===== src/rtl/irq_redir_pkg.sv =====
package irq_redir_pkg;

   localparam int IDW    = 4;
   localparam int DATA_W = 32;

   localparam logic [7:0] OFS_INDEX  = 8'h00;
   localparam logic [7:0] OFS_WINDOW = 8'h10;

   localparam logic [7:0] IDX_IDENT = 8'h00;
   localparam logic [7:0] IDX_VER   = 8'h01;
   localparam logic [7:0] IDX_ARB   = 8'h02;
   localparam logic [7:0] IDX_TABLE = 8'h10;

   // low-half bit positions that software controls
   localparam int B_DLV_LO = 8;
   localparam int B_DMODE  = 11;
   localparam int B_POL    = 13;
   localparam int B_TRIG   = 15;
   localparam int B_MASK   = 16;

   typedef struct packed {
      logic [7:0] dest;
      logic       mask;
      logic       trig;
      logic       rirr;
      logic       pol;
      logic       dstat;
      logic       dmode;
      logic [2:0] dlv;
      logic [7:0] vector;
   } redir_t;

   localparam redir_t REDIR_RST = '{dest: 8'h00, mask: 1'b1, trig: 1'b0,
                                    rirr: 1'b0, pol: 1'b0, dstat: 1'b0,
                                    dmode: 1'b0, dlv: 3'b000, vector: 8'h00};

   function automatic logic [DATA_W-1:0] lo_word(input redir_t e);
      return {15'b0, e.mask, e.trig, e.rirr, e.pol, e.dstat,
              e.dmode, e.dlv, e.vector};
   endfunction

   function automatic logic [DATA_W-1:0] hi_word(input redir_t e);
      return {e.dest, 24'b0};
   endfunction

endpackage


===== src/rtl/irq_redir_decode.sv =====
module irq_redir_decode
   import irq_redir_pkg::*;
#(
   parameter int PINS  = 24,
   parameter int PIN_W = 5
) (
   input  logic [7:0]       idx,
   output logic             hit_ident,
   output logic             hit_ver,
   output logic             hit_arb,
   output logic             hit_entry,
   output logic             hi_half,
   output logic [PIN_W-1:0] pin
);

   localparam logic [6:0] PINS_L = 7'(PINS);

   logic [7:0] rel;
   logic [6:0] slot;

   always_comb begin
      rel       = idx - IDX_TABLE;
      slot      = rel[7:1];
      hit_ident = (idx == IDX_IDENT);
      hit_ver   = (idx == IDX_VER);
      hit_arb   = (idx == IDX_ARB);
      hit_entry = (idx >= IDX_TABLE) && (slot < PINS_L);
      hi_half   = idx[0];
      pin       = PIN_W'(slot);
   end

endmodule


===== src/rtl/irq_redir_entry.sv =====
module irq_redir_entry
   import irq_redir_pkg::*;
(
   input  logic              clk,
   input  logic              rst_n,
   input  logic              wr_lo,
   input  logic              wr_hi,
   input  logic [DATA_W-1:0] wdata,
   input  logic              rirr_set,
   input  logic              rirr_clr,
   output redir_t            q,
   output logic              mask_flip
);

   redir_t nxt;

   always_comb begin
      nxt = q;
      if (wr_lo) begin
         nxt.vector = wdata[7:0];
         nxt.dlv    = wdata[B_DLV_LO+2:B_DLV_LO];
         nxt.dmode  = wdata[B_DMODE];
         nxt.pol    = wdata[B_POL];
         nxt.trig   = wdata[B_TRIG];
         nxt.mask   = wdata[B_MASK];
      end
      if (wr_hi)
         nxt.dest = wdata[31:24];
      // remote-IRR follows the delivery side; set only counts in level mode
      if (rirr_set && q.trig)
         nxt.rirr = 1'b1;
      else if (rirr_clr)
         nxt.rirr = 1'b0;
      // an entry left in edge mode by a write drops remote-IRR
      if ((wr_lo || wr_hi) && !nxt.trig)
         nxt.rirr = 1'b0;
   end

   assign mask_flip = wr_lo && (wdata[B_MASK] != q.mask);

   always_ff @(posedge clk or negedge rst_n) begin
      if (!rst_n) q <= REDIR_RST;
      else        q <= nxt;
   end

endmodule


===== src/rtl/irq_redir_rdmux.sv =====
module irq_redir_rdmux
   import irq_redir_pkg::*;
#(
   parameter int         PINS    = 24,
   parameter int         PIN_W   = 5,
   parameter logic [7:0] VERSION = 8'h20
) (
   input  logic                  hit_ident,
   input  logic                  hit_ver,
   input  logic                  hit_arb,
   input  logic                  hit_entry,
   input  logic                  hi_half,
   input  logic [PIN_W-1:0]      pin,
   input  redir_t [PINS-1:0]     tbl,
   input  logic [IDW-1:0]        ident,
   output logic [DATA_W-1:0]     win
);

   localparam logic [7:0] MAX_PIN = 8'(PINS - 1);

   redir_t sel;

   always_comb begin
      sel = tbl[pin];
      if (hit_ident || hit_arb)
         win = {4'b0, ident, 24'b0};
      else if (hit_ver)
         win = {8'h00, MAX_PIN, 8'h00, VERSION};
      else if (hit_entry)
         win = hi_half ? hi_word(sel) : lo_word(sel);
      else
         win = '1;
   end

endmodule


===== src/rtl/irq_redir_regs.sv =====
module irq_redir_regs
   import irq_redir_pkg::*;
#(
   parameter int         PINS    = 24,
   parameter logic [7:0] VERSION = 8'h20,
   localparam int        PIN_W   = (PINS > 1) ? $clog2(PINS) : 1
) (
   input  logic                  clk,
   input  logic                  rst_n,
   input  logic                  bus_en,
   input  logic                  bus_we,
   input  logic [7:0]            bus_addr,
   input  logic [31:0]           bus_wdata,
   output logic [31:0]           bus_rdata,
   input  logic [PINS-1:0]       rirr_set,
   input  logic [PINS-1:0]       rirr_clr,
   output logic [PINS*8-1:0]     ent_vector,
   output logic [PINS*3-1:0]     ent_dlv_mode,
   output logic [PINS-1:0]       ent_dest_mode,
   output logic [PINS-1:0]       ent_dlv_status,
   output logic [PINS-1:0]       ent_polarity,
   output logic [PINS-1:0]       ent_remote_irr,
   output logic [PINS-1:0]       ent_trig,
   output logic [PINS-1:0]       ent_mask,
   output logic [PINS*8-1:0]     ent_dest,
   output logic                  mask_chg_pulse,
   output logic [PIN_W-1:0]      mask_chg_pin
);

   // elaboration-time parameter checks
   if (PINS < 1 || PINS > 120) begin : g_bad_pins
      $error("PINS must lie in 1..120 so the table fits an 8-bit index");
   end

   logic [7:0]       idx_q;
   logic [IDW-1:0]   ident_q;
   logic             wr_index, wr_win, rd_req;
   logic             hit_ident, hit_ver, hit_arb, hit_entry, hi_half;
   logic [PIN_W-1:0] pin;
   redir_t [PINS-1:0] tbl;
   logic [PINS-1:0]  flips;
   logic [31:0]      win;

   assign wr_index = bus_en &&  bus_we && (bus_addr == OFS_INDEX);
   assign wr_win   = bus_en &&  bus_we && (bus_addr == OFS_WINDOW);
   assign rd_req   = bus_en && !bus_we;

   irq_redir_decode #(.PINS(PINS), .PIN_W(PIN_W)) u_dec (
      .idx       (idx_q),
      .hit_ident (hit_ident),
      .hit_ver   (hit_ver),
      .hit_arb   (hit_arb),
      .hit_entry (hit_entry),
      .hi_half   (hi_half),
      .pin       (pin)
   );

   always_ff @(posedge clk or negedge rst_n) begin
      if (!rst_n)        idx_q <= 8'h00;
      else if (wr_index) idx_q <= bus_wdata[7:0];
   end

   always_ff @(posedge clk or negedge rst_n) begin
      if (!rst_n)                    ident_q <= '0;
      else if (wr_win && hit_ident)  ident_q <= bus_wdata[27:24];
   end

   for (genvar p = 0; p < PINS; p++) begin : g_ent
      logic wr_lo, wr_hi;
      assign wr_lo = wr_win && hit_entry && !hi_half && (pin == PIN_W'(p));
      assign wr_hi = wr_win && hit_entry &&  hi_half && (pin == PIN_W'(p));

      irq_redir_entry u_ent (
         .clk       (clk),
         .rst_n     (rst_n),
         .wr_lo     (wr_lo),
         .wr_hi     (wr_hi),
         .wdata     (bus_wdata),
         .rirr_set  (rirr_set[p]),
         .rirr_clr  (rirr_clr[p]),
         .q         (tbl[p]),
         .mask_flip (flips[p])
      );

      assign ent_vector[p*8 +: 8]   = tbl[p].vector;
      assign ent_dlv_mode[p*3 +: 3] = tbl[p].dlv;
      assign ent_dest_mode[p]       = tbl[p].dmode;
      assign ent_dlv_status[p]      = tbl[p].dstat;
      assign ent_polarity[p]        = tbl[p].pol;
      assign ent_remote_irr[p]      = tbl[p].rirr;
      assign ent_trig[p]            = tbl[p].trig;
      assign ent_mask[p]            = tbl[p].mask;
      assign ent_dest[p*8 +: 8]     = tbl[p].dest;
   end

   always_ff @(posedge clk or negedge rst_n) begin
      if (!rst_n) begin
         mask_chg_pulse <= 1'b0;
         mask_chg_pin   <= '0;
      end else begin
         mask_chg_pulse <= |flips;
         if (|flips) mask_chg_pin <= pin;
      end
   end

   irq_redir_rdmux #(.PINS(PINS), .PIN_W(PIN_W), .VERSION(VERSION)) u_rd (
      .hit_ident (hit_ident),
      .hit_ver   (hit_ver),
      .hit_arb   (hit_arb),
      .hit_entry (hit_entry),
      .hi_half   (hi_half),
      .pin       (pin),
      .tbl       (tbl),
      .ident     (ident_q),
      .win       (win)
   );

   always_comb begin
      bus_rdata = 32'h0;
      if (rd_req) begin
         if (bus_addr == OFS_INDEX)       bus_rdata = {24'h0, idx_q};
         else if (bus_addr == OFS_WINDOW) bus_rdata = win;
      end
   end

endmodule


===== config.mk =====
export PLATFORM = sky130hd
export DESIGN_NAME = irq_redir_regs
export DESIGN_NICKNAME = d
export VERILOG_FILES = /design/src/rtl/irq_redir_pkg.sv /design/src/rtl/irq_redir_decode.sv /design/src/rtl/irq_redir_entry.sv /design/src/rtl/irq_redir_rdmux.sv /design/src/rtl/irq_redir_regs.sv
export SDC_FILE = /design/constraint.sdc
export NUM_CORES = 1
export LEC_CHECK = 0
export ABC_AREA = 1
export BUFFER_PORTS_ARGS = -buffer_cell sky130_fd_sc_hd__buf_2
export CAP_MARGIN = 5
export CELL_PAD_IN_SITES_DETAIL_PLACEMENT = 0
export CELL_PAD_IN_SITES_GLOBAL_PLACEMENT = 2
export CORE_ASPECT_RATIO = 0.7
export CORE_MARGIN = 4
export CORE_UTILIZATION = 30
export DETAILED_ROUTE_END_ITERATION = 16
export GPL_ROUTABILITY_DRIVEN = 0
export GPL_TIMING_DRIVEN = 0
export MAX_ROUTING_LAYER = met4
export PLACE_DENSITY_LB_ADDON = 0.1
export SLEW_MARGIN = 10
export SYNTH_ARGS = -nofsm -noshare
export SYNTH_HDL_FRONTEND = slang
export SYNTH_SLANG_ARGS = --single-unit

===== constraint.sdc =====
create_clock -name clk -period 2.76 [get_ports clk]
set_input_delay 0.138 -clock clk [delete_from_list [all_inputs] [get_ports clk]]
set_output_delay 0.138 -clock clk [all_outputs]
set_load 0.01 [all_outputs]

# Yosys cells after proc, flatten, opt, wreduce, memory -nomap -nowiden
# Cells that the tools add are included.
[totals]
word_cells = 563
in_bits = 92
ff_bits = 594
output_inout_bits = 638
[classes]
muxes = 105
order_cmp = 3
addsub = 1
eq_ne = 50
reduce_logical = 208
[ops]
columns = ["op", "n"]
rows = [
  ["32-bit 2-to-1 mux", 7],
  ["1-bit logical AND", 129],
  ["25-bit binary-select mux with 5-bit select", 1],
  ["1-bit 2-to-1 mux", 96],
  ["3-bit nonzero test", 24],
  ["5-bit by 4-bit == test with 1-bit output, second input constant", 8],
  ["5-bit == test, second input constant", 8],
  ["1-bit logical NOT", 26],
  ["1-bit logical OR", 25],
  ["25-bit 2-to-1 mux", 1],
  ["1-bit inequality test", 24],
  ["24-bit OR reduction", 1],
  ["5-bit by 3-bit == test with 1-bit output, second input constant", 4],
  ["8-bit logical NOT", 2],
  ["5-bit by 2-bit == test with 1-bit output, second input constant", 2],
  ["8-bit by 1-bit == test with 1-bit output, second input constant", 1],
  ["8-bit by 2-bit == test with 1-bit output, second input constant", 1],
  ["8-bit by 5-bit == test with 1-bit output, second input constant", 1],
  ["8-bit by 5-bit >= comparator with 1-bit output, second input constant", 1],
  ["8-bit by 5-bit subtractor with 8-bit output, second input constant", 1],
  ["7-bit by 5-bit less-than comparator with 1-bit output, second input constant", 1],
  ["5-bit by 6-bit less-than comparator with 1-bit output, second input constant", 1],
  ["5-bit by 1-bit == test with 1-bit output, second input constant", 1],
  ["5-bit logical NOT", 1],
]

# Depth between registers and ports, before layout
# Gate-level depths: netlist of the first run.
[logic_depth]
word_depth = 10
depth_mapped = 17
depth_no_buf = 17

# By module
# Synthesis of the first run repeated with hierarchy kept, for this count alone.
[unflattened]
cells_unflattened = 4665
hier_area_um2 = 33012.9
[by_module_without_submodules]
columns = ["mod", "area_each_um2", "n_inst", "cells_each", "seq_area_each_um2"]
rows = [
  ["irq_redir_entry", 991.0, 24, 110, 601.8],
  ["irq_redir_rdmux", 7397.1, 1, 1712, 0.0],
  ["irq_redir_regs", 1677.9, 1, 284, 450.4],
  ["irq_redir_decode", 155.1, 1, 29, 0.0],
]

# Least setup slack after synthesis of the first run
# No wires, ideal clock.
[synth_path]
path_kind = "reg-to-reg"
from = "register idx_q[4]"
to = "register g_ent[0].u_ent.q[23] (netlist name)"
stages_incl_launch_ff = 10
arrival_ps = 2077
path_slack_ps = 550
setup_time_ps = 133
cell_sequence = "dfrtp_1 inv_2 ha_1 clkbuf_1 nand2_1 nor2_1 nand2_1 clkbuf_1 nand2_1 o21ai_0"
[synth_via]
elab_chain_cells = 6
word_cells_on_any_way = 8
[synth_lines]
columns = ["item", "line", "source"]
rows = [
  ["start: declaration", "irq_redir_regs.sv:35", "logic [7:0] idx_q;"],
  ["start signal: assignment", "irq_redir_regs.sv:60", "else if (wr_index) idx_q <= bus_wdata[7:0];"],
  ["8-bit by 5-bit subtractor with 8-bit output *", "irq_redir_decode.sv:22", "rel = idx - IDX_TABLE;"],
  ["named net pin[3]", "irq_redir_regs.sv:39", "logic [PIN_W-1:0] pin;"],
  ["7-bit by 5-bit less-than comparator with 1-bit output", "irq_redir_decode.sv:27", "hit_entry = (idx >= IDX_TABLE) && (slot < PINS_L);"],
  ["1-bit logical AND", "irq_redir_decode.sv:27", ""],
  ["1-bit logical AND (2 in series)", "irq_redir_regs.sv:71", "assign wr_hi = wr_win && hit_entry && hi_half && (pin == PIN_W'(p));"],
  ["1-bit logical AND *", "irq_redir_regs.sv:71", ""],
  ["end signal: assignment", "irq_redir_entry.sv:43", "else q <= nxt;"],
  ["end: declaration", "irq_redir_entry.sv:11", "output redir_t q,"],
]
# Mark *: on every way through the listed nets, which the timed path passes. The rest lies on a longest branch.
# A chain may end at the register's enable or synchronous reset.

# Worst setup path after layout of the first run
[layout_path]
from = "register idx_q[4]"
to = "output bus_rdata[11]"
[layout_via]
elab_chain_cells = 10
word_cells_on_any_way = 17
[layout_lines]
columns = ["item", "line", "source"]
rows = [
  ["8-bit by 5-bit subtractor with 8-bit output *", "irq_redir_decode.sv:22", ""],
  ["named net pin[3]", "irq_redir_regs.sv:39", ""],
  ["25-bit binary-select mux with 5-bit select", "irq_redir_rdmux.sv:24", "sel = tbl[pin];"],
  ["25-bit 2-to-1 mux (not written as such)", "irq_redir_rdmux.sv:24", ""],
  ["32-bit 2-to-1 mux", "irq_redir_rdmux.sv:30", "win = hi_half ? hi_word(sel) : lo_word(sel);"],
  ["32-bit 2-to-1 mux *", "irq_redir_rdmux.sv:29", "else if (hit_entry)"],
  ["32-bit 2-to-1 mux *", "irq_redir_rdmux.sv:27", "else if (hit_ver)"],
  ["32-bit 2-to-1 mux *", "irq_redir_rdmux.sv:25", "if (hit_ident || hit_arb)"],
  ["32-bit 2-to-1 mux *", "irq_redir_regs.sv:122", "else if (bus_addr == OFS_WINDOW) bus_rdata = win;"],
  ["32-bit 2-to-1 mux *", "irq_redir_regs.sv:121", "if (bus_addr == OFS_INDEX) bus_rdata = {24'h0, idx_q};"],
  ["32-bit 2-to-1 mux *", "irq_redir_regs.sv:120", "if (rd_req) begin"],
  ["end: declaration", "irq_redir_regs.sv:14", "output logic [31:0] bus_rdata,"],
]
# Mark *: on every way through the listed nets, which the timed path passes. The rest lies on a longest branch. The select of a mux whose other input is x is not followed.

==> results of run 1 <==
==> critical path: stages, from the launching register on <==
cell       delay, ps
dfrtp_2          430
inv_4             80
ha_1             390
buf_8            190
clkinv_8         140
clkbuf_16        240
a21oi_1          150
nand4_1          260
o311ai_1         180
nand2_1          150
buf_2            170
==> cell usage after synthesis (20+ instances only) <==
cell type | instances | area share
a22oi_1 | 231 | 0.063
nand2_1 | 1048 | 0.14
o21ai_0 | 543 | 0.099
xor2_1 | 20 | 0.0064
buf_4 | 34 | 0.0093
buf_2 | 57 | 0.010
dfrtp_1 | 570 | 0.52
buf_6 | 20 | 0.0082
nand3_1 | 49 | 0.0089
nand4_1 | 48 | 0.011
nor2_1 | 72 | 0.0098
clkbuf_1 | 145 | 0.020
inv_1 | 130 | 0.018
o21ai_1 | 77 | 0.014
a21oi_1 | 42 | 0.0076
dfstp_2 | 24 | 0.023
==> how the worst max path moves through the flow <==
stage                               startpoint                           endpoint  slack, ps
final                     idx_q[4]$_DFFE_PN0P_                      bus_rdata[11]       -400
after CTS                 idx_q[2]$_DFFE_PN0P_                       bus_rdata[7]       -380
after global routing      idx_q[4]$_DFFE_PN0P_                      bus_rdata[10]       -430
after detailed placement  idx_q[2]$_DFFE_PN0P_                       bus_rdata[8]      -1410
after global placement                   rst_n  g_ent[21].u_ent.q[22]$_DFFE_PN0P_     -11970
after floorplan           idx_q[4]$_DFFE_PN0P_   g_ent[0].u_ent.q[23]$_DFFE_PN0P_        550
==> sequential cells by signal, indices dropped and copies added, names as in the netlist <==
signal and flops:
g_ent.u_ent.q 576, idx_q 8, mask_chg_pin 5, ident_q 4, mask_chg_pulse 1
==> cell type report <==
type / count / area [sq um]
Antenna cell: 5 / 12.5
Buffer: 262 / 2450
Clock buffer: 99 / 1910
Clock inverter: 13 / 131
Fill cell: 9340 / 51600
Inverter: 144 / 602
Multi-Input combinational cell: 2255 / 12000
Sequential cell: 594 / 14900
Tap cell: 1222 / 1530
Timing Repair Buffer: 864 / 5490
==> logic make-up (layout without fill, tap and decap cells) <==
| kind of cell | count (synthesis) | count (layout) | share of synthesized area |
|---|---|---|---|
| other cells | 1 | 29 | 0.000136 |
| compound gates | 949 | 949 | 0.199 |
| buf+inv | 411 | 1382 | 0.0694 |
| simple gates | 1255 | 1256 | 0.183 |
| xor+xnor | 24 | 24 | 0.00762 |
| flops | 594 | 594 | 0.540 |
| fa+ha+maj | 2 | 2 | 0.000907 |
==> power by group through the flow <==
stage	logic [W]	clock network (W)	registers (W)
after detailed placement	0.00102	0	0.00889
after global placement	0.000986	0	0.00889
final	0.00133	0.00884	0.00873
after floorplan	0.000322	0	0.00889
after global routing	0.00138	0.00929	0.00872
after CTS	0.00121	0.00892	0.00873
==> routing by layer <==
layer | GRT usage | share of wire
met2 | 0.542 | 0.44
met5 | - | 0
met3 | 0.100 | 0.10
met4 | 0.105 | 0.031
met1 | 0.487 | 0.42
==> timing repair <==
action / 4_1_cts / 5_1_grt
pin swaps: 39 / 82
hold buffers: 67 / 0
endpoints found under the hold margin: 189 / 0
cloned: 3 / 6
gates resized for setup: 450 / 294
endpoints found under the setup margin: 602 / 365
setup buffers: 38 / 52
==> per-stage QoR <==
stage / TNS (ps) / worst slack [ps] / total power [W]
floorplan: 0 / 550 / 0.00921
global placement: -7284520 / -11970 / 0.00988
detailed placement: -348320 / -1410 / 0.00990
CTS: -7910 / -382 / 0.0189
global route: -9110 / -427 / 0.0194
finish: -7070 / -401 / 0.0189
==> flow_summary.yaml, run 1 <==
synth:
  ys_ff_latch: 594
  ys_seq_area_frac: 0.540
  synthDistinctLibCells: 42
  yosysWarnings: 0
  avgSynthCellArea_sq_um: 8.52
  synthCells: 3236
  netlist_area_sq_um: 27600
  synth-edff-count: 0
  async_reset_ff_frac: 1.00
  synth-main-ff-cell: "dfrtp_1"
cells_and_area:
  final_common_cell: "nand2_1"
  nets: 4282
  areaGrowthSynthToFinish_pct: 41.3
  stdcell_area_sq_um: 39000
  layout_common_cells: "982 x nand2_1, 700 x buf_2, 569 x dfrtp_1, 533 x o21ai_0, 201 x a22oi_1"
  post-route-util: 0.430
  layout-drive-gt1-share: 0.323
  fin_cells: 5458
global_route:
  grt_max_degree: 99
  first_global_vias: 27900
  grt-ovfl-total: 0
  gr-usage-all-layers: 0.364
  antenna_found_initial: 12
  grt_pass1_wl_mm: 237
route:
  vias_per_cell: 5.47
  drt_iter0_markers: 3472
  dr.pass1.iters: 5
  wl_per_cell_um: 32.6
  routed-via-count: 29800
  route.detailed.drc: 0
  wl_mm: 178
  ant_nets: 0
power:
  power_density_nw_per_um2: 485
  seq_power_share: 0.462
  power_frac_comb: 0.070
  p_int_w: 0.0140
  max-vdd-ir-drop_uv: 319
  netSwitchingFraction: 0.259
  p_sw_w: 0.00490
  p_leak_nw: 19.6
  power_frac_clock: 0.468
worst_setup_path:
  worstPathMaxFanout: 10
  critPathLaunchType: "flop"
  r2r_slack_ps: 40
  crit_type: "flop to primary output"
  arrival_ps: 3020
  r2r_end: "g_ent[11].u_ent.q[11]$_DFFE_PN0P_"
  end_kind: "primary output"
  r2r_start: "idx_q[4]$_DFFE_PN0P_"
  reg2reg_depth: 14
  required_ps: 2620
clocking:
  cts_tree: "built"
  cts_made_buffers: 67
  clk_latency_ps: 630
  h-tree-depth: 3
  clkSinkCount: 594
  clk_pin_slew_ps: 60
  clock-root-buffer: "clkbuf_16"
  clock_path_buffers: 3
timing:
  finalSetupViolations: 31
  finClkSkew_ps: 25.4
  hold_viol: 0
  holdWs_ps: 3.10
  fin_crit_ps: 3160
  worstMarginPinSlew_ps: 1200
  finalMaxSlewViolations: 0
  max_freq_mhz: 316
  rsz0062_at_grt: "yes"
  setup_slack_ps: -401
  maxSlewHeadroom: 0.201
  fin_crit_sh: 1.15
placed_design:
  dpl.cell_count: 5182
  dp_hpwl_mm: 133
  numPortBuffers: 695
  post_dp_cell_area_sq_um: 32900
hold_path:
  whs_endpoint: "g_ent[15].u_ent.q[14]$_DFFE_PN0P_"
  hp-class: "primary input to flop"
  whs_path_depth: 5
  hp-start: "rirr_set[15]"
floorplanning:
  chipWidth_um: 370
  initial_core_util: 0.304
  pin_count: 730
  row_count: 92
  dieArea_sq_um: 96900
  die_height_um: 262
  coreArea_sq_um: 90600
job:
  cap_violations: 0
outcome:
  status: "complete, but fails checks"
  violations: "setup timing"
Power figures use the tool's default switching activity.
==> inputs of run 2 (changes only) <==
- clock period: 2.76 -> 3.4 ns (I/O delays scaled with it)
==> flow_summary.yaml, run 2 (synthesized netlist as in run 1, its figures left out) <==
outcome:
  status: "complete, but fails checks"
  violations: "setup timing"
clocking:
  cts_made_buffers: 67
  clkSinkCount: 594
  cts_tree: "built"
  clock-root-buffer: "clkbuf_16"
  h-tree-depth: 3
  clock_path_buffers: 3
  clk_pin_slew_ps: 60
  clk_latency_ps: 630
timing:
  finalSetupViolations: 38
  maxSlewHeadroom: 0.0675
  max_freq_mhz: 276
  fin_crit_ps: 3630
  fin_crit_sh: 1.07
  finClkSkew_ps: 24.5
  setup_slack_ps: -228
  worstMarginPinSlew_ps: 1390
  hold_viol: 0
  rsz0062_at_grt: "yes"
  finalMaxSlewViolations: 0
worst_setup_path:
  crit_type: "flop to flop"
  arrival_ps: 4130
  critPathLaunchType: "flop"
  path_common_cell: "nand2_1"
  worstPathMaxFanout: 10
  required_ps: 3900
  worst-path-buf-inv: 4
  path_cells: "buf_4 -> nor2_4 -> inv_2 -> buf_2 -> nor2_1 -> nand2_1 -> clkbuf_1 -> nand2_1 -> o21ai_0"
  slowest_delay_ps: 1110
  end_kind: "flop"
  cpMaxStageDelayCell: "nor2_1"
  critical_path.top_delay_family: "simple AND/OR/NAND/NOR gates"
route:
  ant_nets: 0
  route.detailed.drc: 0
  wl_per_cell_um: 32.6
  routed-via-count: 29200
  vias_per_cell: 5.43
  dr.pass1.iters: 6
  wl_mm: 175
  drt_iter0_markers: 3474
cells_and_area:
  regArea_sq_um: 14900
  multiInputGateArea_sq_um: 11000
  layout_common_cells: "1041 x nand2_1, 721 x buf_2, 569 x dfrtp_1, 540 x o21ai_0, 231 x a22oi_1"
  final_common_cell: "nand2_1"
  layout-drive-gt1-share: 0.260
  post-route-util: 0.401
  top_register: "g_ent.u_ent.q"
  nets: 4196
  reg.largest.list: "g_ent.u_ent.q (576), idx_q (8), mask_chg_pin (5)"
  areaGrowthSynthToFinish_pct: 31.8
  largest_reg_flops: 576
  num-fill-cells: 9628
global_route:
  gr-usage-all-layers: 0.361
  first_global_vias: 27600
  antenna_found_initial: 12
  grt_pass1_wl_mm: 236
  grt-ovfl-total: 0
  grt_max_degree: 99
power:
  power_frac_comb: 0.062
  power_frac_clock: 0.472
  netSwitchingFraction: 0.258
  power_density_nw_per_um2: 418
  seq_power_share: 0.466
  p_sw_w: 0.00392
  p_int_w: 0.0113
  p_leak_nw: 18.7
  max-vdd-ir-drop_uv: 260
floorplanning:
  chipWidth_um: 370
  coreArea_sq_um: 90600
  dieArea_sq_um: 96900
  initial_core_util: 0.304
  row_count: 92
  pin_count: 730
  die_height_um: 262
placed_design:
  dp_slack_ps: -807
  numPortBuffers: 695
  dp_hpwl_mm: 133
hold_path:
  hp-class: "primary input to flop"
job:
  cap_violations: 0
[run 2: cell count changes in the layout (fill, tap and decap cells not counted), moves of 15 or more]
| cell | before | now |
|---|---|---|
| nor2_4 | 46 | 9 |
| buf_12 | 38 | 9 |
| buf_4 | 116 | 59 |
| nor2_1 | 25 | 54 |
| a22oi_2 | 30 | 0 |
| nand2_2 | 66 | 15 |
| clkbuf_2 | 28 | 6 |
| buf_2 | 700 | 721 |
| nand2_1 | 982 | 1041 |
| a21oi_1 | 24 | 39 |
| a22oi_1 | 201 | 231 |
| clkbuf_1 | 86 | 131 |
| buf_6 | 46 | 31 |
[run 2: worst paths after layout]
| path | startpoint | to | slack (ps) | depth (start not counted) |
|---|---|---|---|---|
| max reg2reg | idx_q[3]$_DFFE_PN0P_ | g_ent[1].u_ent.q[23]$_DFFE_PN0P_ | -230 | 9 |
| min in group asynchronous | rst_n | g_ent[4].u_ent.q[4]$_DFFE_PN0P_ | 140 | 2 |
| max in group asynchronous | rst_n | g_ent[13].u_ent.q[22]$_DFFE_PN0P_ | 1370 | 5 |
| max | idx_q[3]$_DFFE_PN0P_ | g_ent[1].u_ent.q[23]$_DFFE_PN0P_ | -230 | 9 |
| min | bus_wdata[26] | g_ent[11].u_ent.q[19]$_DFFE_PN0P_ | 8 | 3 |
| min reg2reg | ident_q[0]$_DFFE_PN0P_ | ident_q[0]$_DFFE_PN0P_ | 490 | 2 |
[run 2: metal layers]
metal  GRT usage  vias up  share of wire
li1            -    12600              -
met1       0.485    14900           0.43
met2       0.538     1452           0.44
met3      0.0948      238          0.098
met4       0.106        0          0.034
met5           -        -              0
[run 2: cell type report]
| class | count | share of cell area |
|---|---|---|
| Sequential cell | 594 | 0.410 |
| Multi-Input combinational cell | 2254 | 0.304 |
| Timing Repair Buffer | 774 | 0.120 |
| Buffer | 267 | 0.0529 |
| Clock buffer | 99 | 0.0525 |
| Tap cell | 1222 | 0.0421 |
| Inverter | 144 | 0.0155 |
| Clock inverter | 13 | 0.00361 |
| Antenna cell | 2 | 0.000138 |
[run 2: power groups by stage]
| stage | Combinational [W] | Sequential, W | Clock, W |
|---|---|---|---|
| floorplan | 0.000261 | 0.00722 | 0 |
| global placement | 0.000801 | 0.00722 | 0 |
| detailed placement | 0.000824 | 0.00721 | 0 |
| CTS | 0.000915 | 0.00708 | 0.00724 |
| global route | 0.000987 | 0.00708 | 0.00754 |
| finish | 0.000940 | 0.00708 | 0.00717 |
[run 2: tightest hold or removal path: stages]
cell and delay (ps):
buf_2 70, inv_1 150, o21ai_0 200
[run 2: per-stage QoR]
stage,area [sq um],hold slack [ps],setup TNS (ps),std cells,total power [W]
5_1_grt,36300,19.7,-2180,5368,0.0156
2_1_floorplan,27700,-126,0,3259,0.00748
6_report,36300,7.99,-3490,5369,0.0152
4_1_cts,36100,6.99,-58.1,5358,0.0152
3_5_place_dp,32900,211,-47370,5182,0.00804
3_3_place_gp,32700,471,-6629510,5176,0.00802
[run 2: repair_timing]
action	in CTS	in global routing
buffers inserted	3	9
pin swaps	6	10
hold endpoints to repair	171	0
gates resized for setup	202	52
endpoints found under the setup margin	234	117
hold buffers	61	0
==> inputs of run 3 (changes only) <==
- CORE_UTILIZATION: 30 -> 28
- SETUP_SLACK_MARGIN: default -> 0.3
- clock period: 3.4 -> 3.2 ns (I/O delays scaled with it)
==> flow_summary.yaml, run 3 (synthesized netlist as in run 1, its figures left out) <==
route:
  drt_iter0_markers: 3217
  vias_per_cell: 5.33
  ant_nets: 0
  wl_mm: 182
  wl_per_cell_um: 32.8
  route.detailed.drc: 0
  dr.pass1.iters: 6
  routed-via-count: 29600
global_route:
  grt-ovfl-total: 0
  grt_max_degree: 103
  gr-usage-all-layers: 0.352
  first_global_vias: 28300
  grt_pass1_wl_mm: 246
  antenna_found_initial: 17
clocking:
  cts_made_buffers: 68
  clkSinkCount: 594
  clk_latency_ps: 670
  clk_pin_slew_ps: 70
  cts_tree: "built"
  clock_path_buffers: 3
  clock-root-buffer: "clkbuf_16"
  h-tree-depth: 3
worst_setup_path:
  worstPathMaxFanout: 10
  required_ps: 3040
  critPathLaunchType: "flop"
  end_kind: "primary output"
  r2r_end: "g_ent[4].u_ent.q[10]$_DFFE_PN0P_"
  crit_type: "flop to primary output"
  reg2reg_depth: 10
  r2r_slack_ps: 310
  r2r_start: "idx_q[4]$_DFFE_PN0P_"
  critical_path.endpoint: "bus_rdata[7]"
  startpoint: "idx_q[1]$_DFFE_PN0P_"
  arrival_ps: 3010
placed_design:
  numPortBuffers: 695
  dpl.cell_count: 5283
  dp_hpwl_mm: 137
floorplanning:
  die_height_um: 271
  row_count: 96
  dieArea_sq_um: 104000
  initial_core_util: 0.282
  coreArea_sq_um: 97900
  pin_count: 730
  chipWidth_um: 383
timing:
  hold_viol: 0
  maxSlewHeadroom: 0.146
  rsz0062_at_grt: "yes"
  holdWs_ps: 0.648
  fin_crit_ps: 3170
  worstMarginPinSlew_ps: 1280
  max_freq_mhz: 316
  finalMaxSlewViolations: 0
  fin_crit_sh: 0.990
  finalSetupViolations: 0
  finClkSkew_ps: 36.3
cells_and_area:
  reg.largest.list: "g_ent.u_ent.q (576), idx_q (8), mask_chg_pin (5)"
  final_common_cell: "nand2_1"
  layout-drive-gt1-share: 0.312
  largest_reg_flops: 576
  top_register: "g_ent.u_ent.q"
  fin_cells: 5553
  nets: 4259
  areaGrowthSynthToFinish_pct: 41.3
  num-fill-cells: 10300
  layout_common_cells: "999 x nand2_1, 707 x buf_2, 569 x dfrtp_1, 540 x o21ai_0, 198 x a22oi_1"
power:
  power_density_nw_per_um2: 449
  p_leak_nw: 19.6
  max-vdd-ir-drop_uv: 309
outcome:
  status: "completed"
hold_path:
  hp-class: "primary input to flop"
job:
  cap_violations: 0
==> run 3: changes by cell type in the layout (fill, tap and decap cells not counted), moves of 30 or more <==
| cell | change |
|---|---|
| nand2_1 | -42 |
| nand2_2 | +35 |
| a22oi_1 | -33 |
| a22oi_2 | +33 |
| clkbuf_1 | -30 |
==> run 3: cell type report <==
class / count / area (sq um) / area share
well taps: 1323 / 1660 / 0.0425
plain buffers: 267 / 2380 / 0.0611
flip-flops and latches: 594 / 14900 / 0.382
multi-input cells: 2254 / 11800 / 0.302
clock inverters: 33 / 457 / 0.0117
clock buffers: 92 / 1980 / 0.0509
repair buffers: 836 / 5210 / 0.134
diodes: 10 / 25.0 / 0.000642
inverters: 144 / 587 / 0.0151
==> run 3: per-stage QoR <==
step	total power [W]	util	setup WS (ps)	TNS [ps]	cell area, sq um
2_1_floorplan	0.00795	-	990	0	27700
3_3_place_gp	0.00853	0.335	-11790	-6949030	32800
3_5_place_dp	0.00855	0.337	-1150	-120910	33000
4_1_cts	0.0175	0.392	27.9	0	38400
5_1_grt	0.0179	0.398	-24.0	-77.3	39000
6_report	0.0175	0.398	32.8	0	39000
==> run 3: routing by layer <==
layer | part of all wire | up-vias | routed length (um) | GRT usage
met2 | 0.44 | 1364 | 80800 | 0.524
met3 | 0.091 | 211 | 16700 | 0.0821
li1 | - | 12800 | - | -
met1 | 0.44 | 15300 | 79500 | 0.483
met4 | 0.029 | 0 | 5260 | 0.0902
met5 | 0 | - | 0 | -
==> run 3: how the worst min path moves through the flow <==
stage,startpoint,end,slack [ps],cells past startpoint
after detailed placement,rst_n,g_ent[18].u_ent.q[14]$_DFFE_PN0P_,20,1
final,rirr_set[15],g_ent[15].u_ent.q[14]$_DFFE_PN0P_,0.6,5
after floorplan,rst_n,g_ent[0].u_ent.q[0]$_DFFE_PN0P_,-140,0
after CTS,rirr_set[15],g_ent[15].u_ent.q[14]$_DFFE_PN0P_,1,5
after global routing,bus_wdata[24],g_ent[10].u_ent.q[17]$_DFFE_PN0P_,20,3
after global placement,ident_q[3]$_DFFE_PN0P_,ident_q[3]$_DFFE_PN0P_,470,2
==> run 3: what timing repair did <==
| item | CTS | global route |
|---|---|---|
| buffers inserted | 46 | 16 |
| resized for setup | 449 | 117 |
| gates cloned | 5 | 1 |
| pin swaps | 38 | 54 |
| hold endpoints to repair | 299 | 0 |
| hold buffers | 67 | 0 |
| setup endpoints to repair | 583 | 320 |
==> run 3: power breakdown <==
part	switching, W	internal [W]	leakage, nW
clock	0.00364	0.00519	1.21
sequential	0.00000668	0.00752	8.16
combinational	0.000811	0.000321	10.2
total	0.00446	0.0130	19.6
==> run 3: worst max-delay path, stage by stage, from the launching register on <==
cell and delay [ps]:
dfrtp_1 380, buf_8 160, nor2_4 120, buf_12 150, clkbuf_8 290, a22oi_1 140
nand2_1 90, nand2_1 60, nand2_2 100, inv_1 50, nand3_2 100, nand3_2 90
nand2_2 180, nand2_2 90, a21oi_2 190, buf_2 160
